===== config.mk =====
export PLATFORM = sky130hd
export DESIGN_NAME = usb_in_ep_fifo
export DESIGN_NICKNAME = d
export VERILOG_FILES = /design/src/rtl/usbep_pkg.sv /design/src/rtl/ep_fifo_store.sv /design/src/rtl/ep_in_resp.sv /design/src/rtl/ep_csr.sv /design/src/rtl/usb_in_ep_fifo.sv
export SDC_FILE = /design/constraint.sdc
export NUM_CORES = 1
export LEC_CHECK = 0
export ABC_AREA = 0
export BUFFER_PORTS_ARGS = -buffer_cell sky130_fd_sc_hd__clkbuf_2
export CAP_MARGIN = 20
export CORE_MARGIN = 1
export CORE_UTILIZATION = 58
export DETAILED_ROUTE_END_ITERATION = 16
export HOLD_SLACK_MARGIN = 0.03
export PLACE_DENSITY_LB_ADDON = 0.1
export SLEW_MARGIN = 20
export SYNTH_ARGS = -nofsm -noshare
export SYNTH_HDL_FRONTEND = slang
export SYNTH_HIERARCHICAL = 1
export SYNTH_SLANG_ARGS = --single-unit

===== constraint.sdc =====
create_clock -name clk -period 5.9 [get_ports clk]
set_input_delay 1.18 -clock clk [delete_from_list [all_inputs] [get_ports clk]]
set_output_delay 1.18 -clock clk [all_outputs]
set_load 0.005 [all_outputs]

===== src/rtl/usbep_pkg.sv =====
package usbep_pkg;
  localparam logic [1:0] ADDR_CNT = 2'd0;
  localparam logic [1:0] ADDR_CTL = 2'd1;
  localparam logic [1:0] ADDR_STS = 2'd2;

  localparam int CTL_FLUSH = 0;
  localparam int CTL_MODE  = 1;
  localparam int STS_EMPTY = 0;
  localparam int STS_FULL  = 1;
  localparam int STS_UNF   = 2;
  localparam int STS_OVF   = 3;
  localparam int STS_VALID = 4;

  localparam int REG_WW = 5;

  // bytes offered for one token
  function automatic int unsigned pkt_bytes(int unsigned cnt, int unsigned mx);
    return (cnt < mx) ? cnt : mx;
  endfunction

  // token answer: 1 = send data, 0 = NAK
  function automatic logic in_ready(logic mode, logic vbit,
                                    int unsigned cnt, int unsigned mx);
    if (vbit) return 1'b1;
    if (mode) return cnt > mx;
    return cnt != 0;
  endfunction
endpackage


===== src/rtl/ep_fifo_store.sv =====
module ep_fifo_store #(
  parameter int DEPTH = 128,
  parameter int DW    = 8,
  parameter int CW    = 8
) (
  input  logic          clk,
  input  logic          rst_n,
  input  logic          flush,
  input  logic          wr_req,
  input  logic [DW-1:0] wr_data,
  input  logic          rd_req,
  output logic [DW-1:0] rd_data,
  output logic [CW-1:0] count,
  output logic          full,
  output logic          empty,
  output logic          wr_drop,
  output logic          rd_drop,
  output logic          rd_take
);
  localparam int AW = (DEPTH > 1) ? $clog2(DEPTH) : 1;
  localparam logic [AW-1:0] LAST = AW'(DEPTH - 1);
  localparam logic [CW-1:0] FULLC = CW'(DEPTH);

  logic [DW-1:0] mem [DEPTH];
  logic [AW-1:0] wptr, rptr;
  logic          wr_take;

  function automatic logic [AW-1:0] bump(logic [AW-1:0] p);
    return (p == LAST) ? '0 : p + 1'b1;
  endfunction

  assign full    = (count == FULLC);
  assign empty   = (count == '0);
  assign wr_take = wr_req & ~full & ~flush;
  assign rd_take = rd_req & ~empty & ~flush;
  assign wr_drop = wr_req & full & ~flush;
  assign rd_drop = rd_req & empty & ~flush;
  assign rd_data = empty ? '0 : mem[rptr];

  always_ff @(posedge clk) begin
    if (wr_take) mem[wptr] <= wr_data;
  end

  always_ff @(posedge clk or negedge rst_n) begin
    if (!rst_n) begin
      wptr  <= '0;
      rptr  <= '0;
      count <= '0;
    end else if (flush) begin
      wptr  <= '0;
      rptr  <= '0;
      count <= '0;
    end else begin
      if (wr_take) wptr <= bump(wptr);
      if (rd_take) rptr <= bump(rptr);
      case ({wr_take, rd_take})
        2'b10:   count <= count + 1'b1;
        2'b01:   count <= count - 1'b1;
        default: count <= count;
      endcase
    end
  end

  assert_count_bound_R1: assert property (@(posedge clk) disable iff (!rst_n)
    count <= FULLC);
  assert_no_overflow_R3: assert property (@(posedge clk) disable iff (!rst_n)
    (wr_drop && !rd_req) |=> (count == FULLC));
  assert_no_underflow_R4: assert property (@(posedge clk) disable iff (!rst_n)
    (rd_drop && !wr_req) |=> (count == '0));
  assert_flush_empties_R5: assert property (@(posedge clk) disable iff (!rst_n)
    flush |=> empty);
endmodule


===== src/rtl/ep_in_resp.sv =====
module ep_in_resp #(
  parameter int CW = 8
) (
  input  logic          clk,
  input  logic          rst_n,
  input  logic          flush,
  input  logic          tok_valid,
  input  logic          mode,
  input  logic          vbit,
  input  logic [CW-1:0] count,
  input  logic [CW-1:0] max_pkt,
  input  logic          rd_take,
  input  logic          pkt_done,
  output logic          tok_ack,
  output logic          tok_nak,
  output logic [CW-1:0] pkt_len,
  output logic          short_done
);
  import usbep_pkg::*;

  logic [CW-1:0] sent;
  logic          ready;

  assign ready      = in_ready(mode, vbit, 32'(count), 32'(max_pkt));
  assign tok_ack    = tok_valid & ready;
  assign tok_nak    = tok_valid & ~ready;
  assign pkt_len    = CW'(pkt_bytes(32'(count), 32'(max_pkt)));
  assign short_done = pkt_done & (sent < max_pkt);

  always_ff @(posedge clk or negedge rst_n) begin
    if (!rst_n)                  sent <= '0;
    else if (flush || pkt_done)  sent <= '0;
    else if (rd_take && sent != '1) sent <= sent + 1'b1;
  end

  always_comb begin
    if (rst_n && tok_valid)
      assert_len_bound_R8: assert (pkt_len <= max_pkt && pkt_len <= count);
  end

  assert_one_answer_R6: assert property (@(posedge clk) disable iff (!rst_n)
    $onehot0({tok_ack, tok_nak}));
  assert_answer_given_R7: assert property (@(posedge clk) disable iff (!rst_n)
    tok_valid |-> (tok_ack || tok_nak));
endmodule


===== src/rtl/ep_csr.sv =====
module ep_csr #(
  parameter int CW = 8
) (
  input  logic          clk,
  input  logic          rst_n,
  input  logic          reg_wr,
  input  logic [1:0]    reg_addr,
  input  logic [4:0]    reg_wdata,
  output logic [7:0]    reg_rdata,
  input  logic [CW-1:0] count,
  input  logic          full,
  input  logic          empty,
  input  logic          wr_drop,
  input  logic          rd_drop,
  input  logic          short_done,
  output logic          flush,
  output logic          mode,
  output logic          vbit
);
  import usbep_pkg::*;

  logic ctl_wr, sts_wr, vset, ovf, unf, ovf_clr, unf_clr;

  assign ctl_wr  = reg_wr && reg_addr == ADDR_CTL;
  assign sts_wr  = reg_wr && reg_addr == ADDR_STS;
  assign flush   = ctl_wr & reg_wdata[CTL_FLUSH];
  assign vset    = sts_wr & reg_wdata[STS_VALID];
  assign ovf_clr = sts_wr & reg_wdata[STS_OVF];
  assign unf_clr = sts_wr & reg_wdata[STS_UNF];

  always_ff @(posedge clk or negedge rst_n) begin
    if (!rst_n) begin
      mode <= 1'b0;
      vbit <= 1'b0;
      ovf  <= 1'b0;
      unf  <= 1'b0;
    end else begin
      if (ctl_wr) mode <= reg_wdata[CTL_MODE];
      if (flush)           vbit <= 1'b0;
      else if (vset)       vbit <= 1'b1;
      else if (short_done) vbit <= 1'b0;
      ovf <= wr_drop | (ovf & ~ovf_clr);
      unf <= rd_drop | (unf & ~unf_clr);
    end
  end

  always_comb begin
    reg_rdata = '0;
    case (reg_addr)
      ADDR_CNT: reg_rdata = 8'(count);
      ADDR_CTL: reg_rdata[CTL_MODE] = mode;
      ADDR_STS: begin
        reg_rdata[STS_VALID] = vbit;
        reg_rdata[STS_OVF]   = ovf;
        reg_rdata[STS_UNF]   = unf;
        reg_rdata[STS_FULL]  = full;
        reg_rdata[STS_EMPTY] = empty;
      end
      default: reg_rdata = '0;
    endcase
  end

  assert_ovf_sticky_R3: assert property (@(posedge clk) disable iff (!rst_n)
    wr_drop |=> ovf);
  assert_unf_sticky_R4: assert property (@(posedge clk) disable iff (!rst_n)
    rd_drop |=> unf);
  assert_flush_clears_valid_R5: assert property (@(posedge clk) disable iff (!rst_n)
    flush |=> !vbit);
  assert_short_clears_valid_R9: assert property (@(posedge clk) disable iff (!rst_n)
    (short_done && !vset) |=> !vbit);
endmodule


===== src/rtl/usb_in_ep_fifo.sv =====
module usb_in_ep_fifo #(
  parameter int DEPTH = 128,
  parameter int DW    = 8
) (
  input  logic          clk,
  input  logic          rst_n,
  input  logic          wr_en,
  input  logic [DW-1:0] wr_data,
  input  logic          rd_en,
  output logic [DW-1:0] rd_data,
  input  logic          pkt_done,
  input  logic          tok_valid,
  output logic          tok_ack,
  output logic          tok_nak,
  output logic [7:0]    pkt_len,
  input  logic [7:0]    max_pkt,
  input  logic          reg_wr,
  input  logic [1:0]    reg_addr,
  input  logic [4:0]    reg_wdata,
  output logic [7:0]    reg_rdata
);
  localparam int CW = 8;

  logic [CW-1:0] count;
  logic full, empty, wr_drop, rd_drop, rd_take;
  logic flush, mode, vbit, short_done;

  ep_fifo_store #(.DEPTH(DEPTH), .DW(DW), .CW(CW)) u_store (
    .clk(clk), .rst_n(rst_n), .flush(flush),
    .wr_req(wr_en), .wr_data(wr_data), .rd_req(rd_en), .rd_data(rd_data),
    .count(count), .full(full), .empty(empty),
    .wr_drop(wr_drop), .rd_drop(rd_drop), .rd_take(rd_take)
  );

  ep_in_resp #(.CW(CW)) u_resp (
    .clk(clk), .rst_n(rst_n), .flush(flush), .tok_valid(tok_valid),
    .mode(mode), .vbit(vbit), .count(count), .max_pkt(max_pkt),
    .rd_take(rd_take), .pkt_done(pkt_done),
    .tok_ack(tok_ack), .tok_nak(tok_nak), .pkt_len(pkt_len),
    .short_done(short_done)
  );

  ep_csr #(.CW(CW)) u_csr (
    .clk(clk), .rst_n(rst_n), .reg_wr(reg_wr), .reg_addr(reg_addr),
    .reg_wdata(reg_wdata), .reg_rdata(reg_rdata),
    .count(count), .full(full), .empty(empty),
    .wr_drop(wr_drop), .rd_drop(rd_drop), .short_done(short_done),
    .flush(flush), .mode(mode), .vbit(vbit)
  );

  initial begin
    assert_depth_fits_R1: assert (DEPTH >= 1 && DEPTH <= 255);
  end
endmodule


==> reports/results.ini <==
[critical_path]
ff2ff_path_depth = 7
reg2reg_slack_ns = 2.14
crit_fanout = 37
criticalPathCategory = reg2out
r2r-end = u_store/mem[19][3]$_DFFE_PP_
worstPathRequired_ns = 4.72
end_kind = output pin
r2r_start = u_store/count[3]$_DFFE_PN0P_
cp.arrival_ns = 4.28
start_kind = flip-flop

[die]
die_y_um = 271
placementRows = 98
fp.dieArea_sq_um = 73400
core_area_sq_um = 71500
start_util = 0.587
ioPinCount = 56
chipWidth_um = 271

[global_route]
grt_antenna_before_repair = 2
first_global_vias = 20600
grt.met1_usage = 0.391
grt_usage = 0.268
grt_max_degree = 89
grt_use_met2 = 0.426
use_met3 = 0.0439
grt_pass1_wl_um = 141000
top_usage_layer = met2
grt_overflow_total = 0

[logic_synthesis]
ys_seq_area_frac = 0.753
ys_warn_count = 6
async_flop_share = 0.0321
synth_seq_cells = 1058
syn_nets = 2067
netlist_area_sq_um = 41900
synthCells = 2015
syn_area_per_cell_sq_um = 20.8
ys_types = 62
synth-edff-count = 1024
synthFlopType = edfxtp_1

[cts]
path_clk_slew_ns = 0.06
clk_latency_ns = 0.66
htreeDepth = 3
root_buffer = clkbuf_16
cts_hold_buf = 0
numCtsBuffers = 103
clkSinkCount = 1058
cts_tree = built
post_cts.repair.setup_buffers = 0
cts.repair.resized = 0
clk_path_buf_depth = 3

[route]
vias_per_cell = 6.62
num_vias = 20800
firstDrtPassIters = 5
drt_iter0_drc = 2484
wl_per_cell_um = 30.5
drc = 0
ant_nets = 0
routed_wl_um = 96100

[power]
switching_share = 0.265
powerDensity_nw_per_um2 = 412
vdd_drop_max_mv = 0.330
power_frac_seq = 0.449
power_frac_comb = 0.203
leakagePower_nw = 14.8
internal_power_mw = 14.2
p_sw_mw = 5.12
pwr-share-clk = 0.348
power_mw = 19.3

[sta]
fmax_ghz = 0.183
period_share = 0.926
final_hold_viol_count = 0
fin_setup_tns_ns = 0
setup_viol = 0
slew_violations = 0
clock_skew_ns = 0.0182
maxSlewHeadroom = 0.255
grt_setup_unrepaired = false
post-route-min-period_ns = 5.46
setup_ws_ns = 0.438
worstMarginPinSlew_ns = 1.11

[finish]
fin_nets = 2164
area_growth_pct = 11.8
nFillCells = 4635
regArea_sq_um = 31600
instances_no_fill = 3149
multi_input_area_sq_um = 9780
drive_gt1_frac = 0.263

[run_status]
status = finished clean

[worst_hold_path]
holdPathStages = 1
min_path_type = reg2reg
min_from = u_csr/unf$_DFF_PN0_
whs_endpoint = u_csr/unf$_DFF_PN0_

[run]
max-cap-violations = 0

[placement]
finalWeightedCongestion = 0.853
dp_hpwl_um = 57900
pre_cts_ws_ns = 1.03
port_buffers = 55
dp.cells = 2955

cells in the mapped netlist, types with 4 or more instances:
library cell | n | area [sq um]
buf_2 | 20 | 100
nor4_1 | 14 | 87.6
o21ai_0 | 7 | 35.0
or3_1 | 8 | 50.1
a21oi_1 | 20 | 100
a211oi_1 | 4 | 30.0
xor2_1 | 12 | 105
o21ai_1 | 8 | 40.0
nand3_1 | 15 | 75.1
buf_1 | 6 | 22.5
nor3_1 | 12 | 60.1
nor2b_1 | 6 | 37.5
a21o_1 | 4 | 30.0
and3_1 | 5 | 31.3
nand3b_1 | 8 | 60.1
dfrtp_1 | 34 | 851
nand2b_1 | 7 | 43.8
mux2_2 | 6 | 67.6
a31oi_1 | 7 | 43.8
o41ai_1 | 10 | 87.6
and2_1 | 6 | 37.5
inv_1 | 16 | 60.1
ha_1 | 22 | 275
o31ai_1 | 5 | 37.5
clkbuf_1 | 71 | 267
buf_4 | 10 | 75.1
mux2i_1 | 7 | 70.1
edfxtp_1 | 1024 | 30700
o22ai_1 | 65 | 407
mux4_2 | 296 | 6670
nor2_1 | 180 | 676
nand2_1 | 45 | 169
nand4_1 | 9 | 56.3
kinds of logic (layout without fill, tap and decap cells):
kind of cell	Yosys count	in the layout	synth area share
buf+inv	128	311	0.0135
compound gates	147	147	0.0233
fa+ha+maj	22	22	0.00656
other cells	0	1	0
flops	1058	1058	0.753
simple gates	332	332	0.0367
mux	313	313	0.164
xor+xnor	15	15	0.00313
cell type report:
cell class,instances,share of cell area
Clock buffer,139,0.0607
Clock inverter,52,0.0138
Antenna cell,1,0.0000533
Multi-Input combinational cell,829,0.209
Inverter,18,0.00144
Sequential cell,1058,0.674
Timing Repair Buffer,102,0.0163
Tap cell,950,0.0253
routing by layer:
| layer | routed length, um | share of wire |
|---|---|---|
| met2 | 47500 | 0.49 |
| met3 | 7330 | 0.076 |
| met1 | 39200 | 0.41 |
| met4 | 2160 | 0.022 |
| met5 | 0 | 0 |
how the worst max path moves through the flow:
stage               cells after the start                         from  slack (ns)    endpoint
floorplan                               7                   max_pkt[1]        2.28  pkt_len[1]
global placement                        7  u_store/rptr[2]$_DFFE_PN0P_        0.99  rd_data[6]
detailed placement                      7  u_store/rptr[2]$_DFFE_PN0P_        1.03  rd_data[6]
CTS                                     7  u_store/rptr[0]$_DFFE_PN0P_        0.34  rd_data[6]
global route                            7  u_store/rptr[0]$_DFFE_PN0P_        0.26  rd_data[6]
finish                                  7  u_store/rptr[0]$_DFFE_PN0P_        0.44  rd_data[6]
placed cells by master, fill, tap and decap left out, drive strengths merged, types with 3 or more instances in the layout:
cell and instances:
nand2b 7, mux4 296, clkinv 32, o41ai 10, a211oi 4, nand4 9, ha 22, buf 54
mux2i 7, nor2b 7, o21ai 15, o21bai 3, nor2 181, nand2 45, nand3 15, a311oi 3
and2 6, xnor2 3, o31ai 5, a21oi 21, nor4 14, inv 20, mux2 10, bufinv 15
edfxtp 1024, a21o 4, a31oi 8, clkbuf 187, clkinvlp 3, dfrtp 34, nor3 12, o22ai 65
nand3b 8, nand4b 3, and3 8, xor2 12, or3 8
power groups by stage:
stage                     combinational (mW)  sequential [mW]  clock, mW
final                                   3.92             8.69       6.73
after global routing                    4.12             8.72       7.12
after floorplan                         2.73             8.59          0
after detailed placement                3.85             8.91          0
after CTS                               3.86             8.75       6.83
after global placement                  3.81             8.91          0
per-stage QoR:
step | hold slack (ns) | area [sq um] | utilization
CTS | 0.485 | 46900 | 0.656
detailed placement | 0.472 | 43400 | 0.607
global placement | 0.460 | 43400 | 0.607
finish | 0.484 | 46900 | 0.656
floorplan | 0.449 | 41900 | -
global route | 0.514 | 46900 | 0.656
flip-flops by register name, summed over array words and instances (netlist names):
name and flops:
u_csr/mode 1, u_csr/ovf 1, u_csr/unf 1, u_csr/vbit 1, u_resp/sent 8, u_store/count 8, u_store/mem 1024, u_store/rptr 7
u_store/wptr 7
critical path, stage by stage, from the launching register on:
cell      delay [ns]
dfrtp_4         0.96
buf_12          0.36
mux4_2          0.55
mux4_2          0.58
mux4_2          0.54
nor2_1          0.23
nor3_1          0.15
clkbuf_2        0.14
No activity file was read; power rests on OpenSTA's default activity.
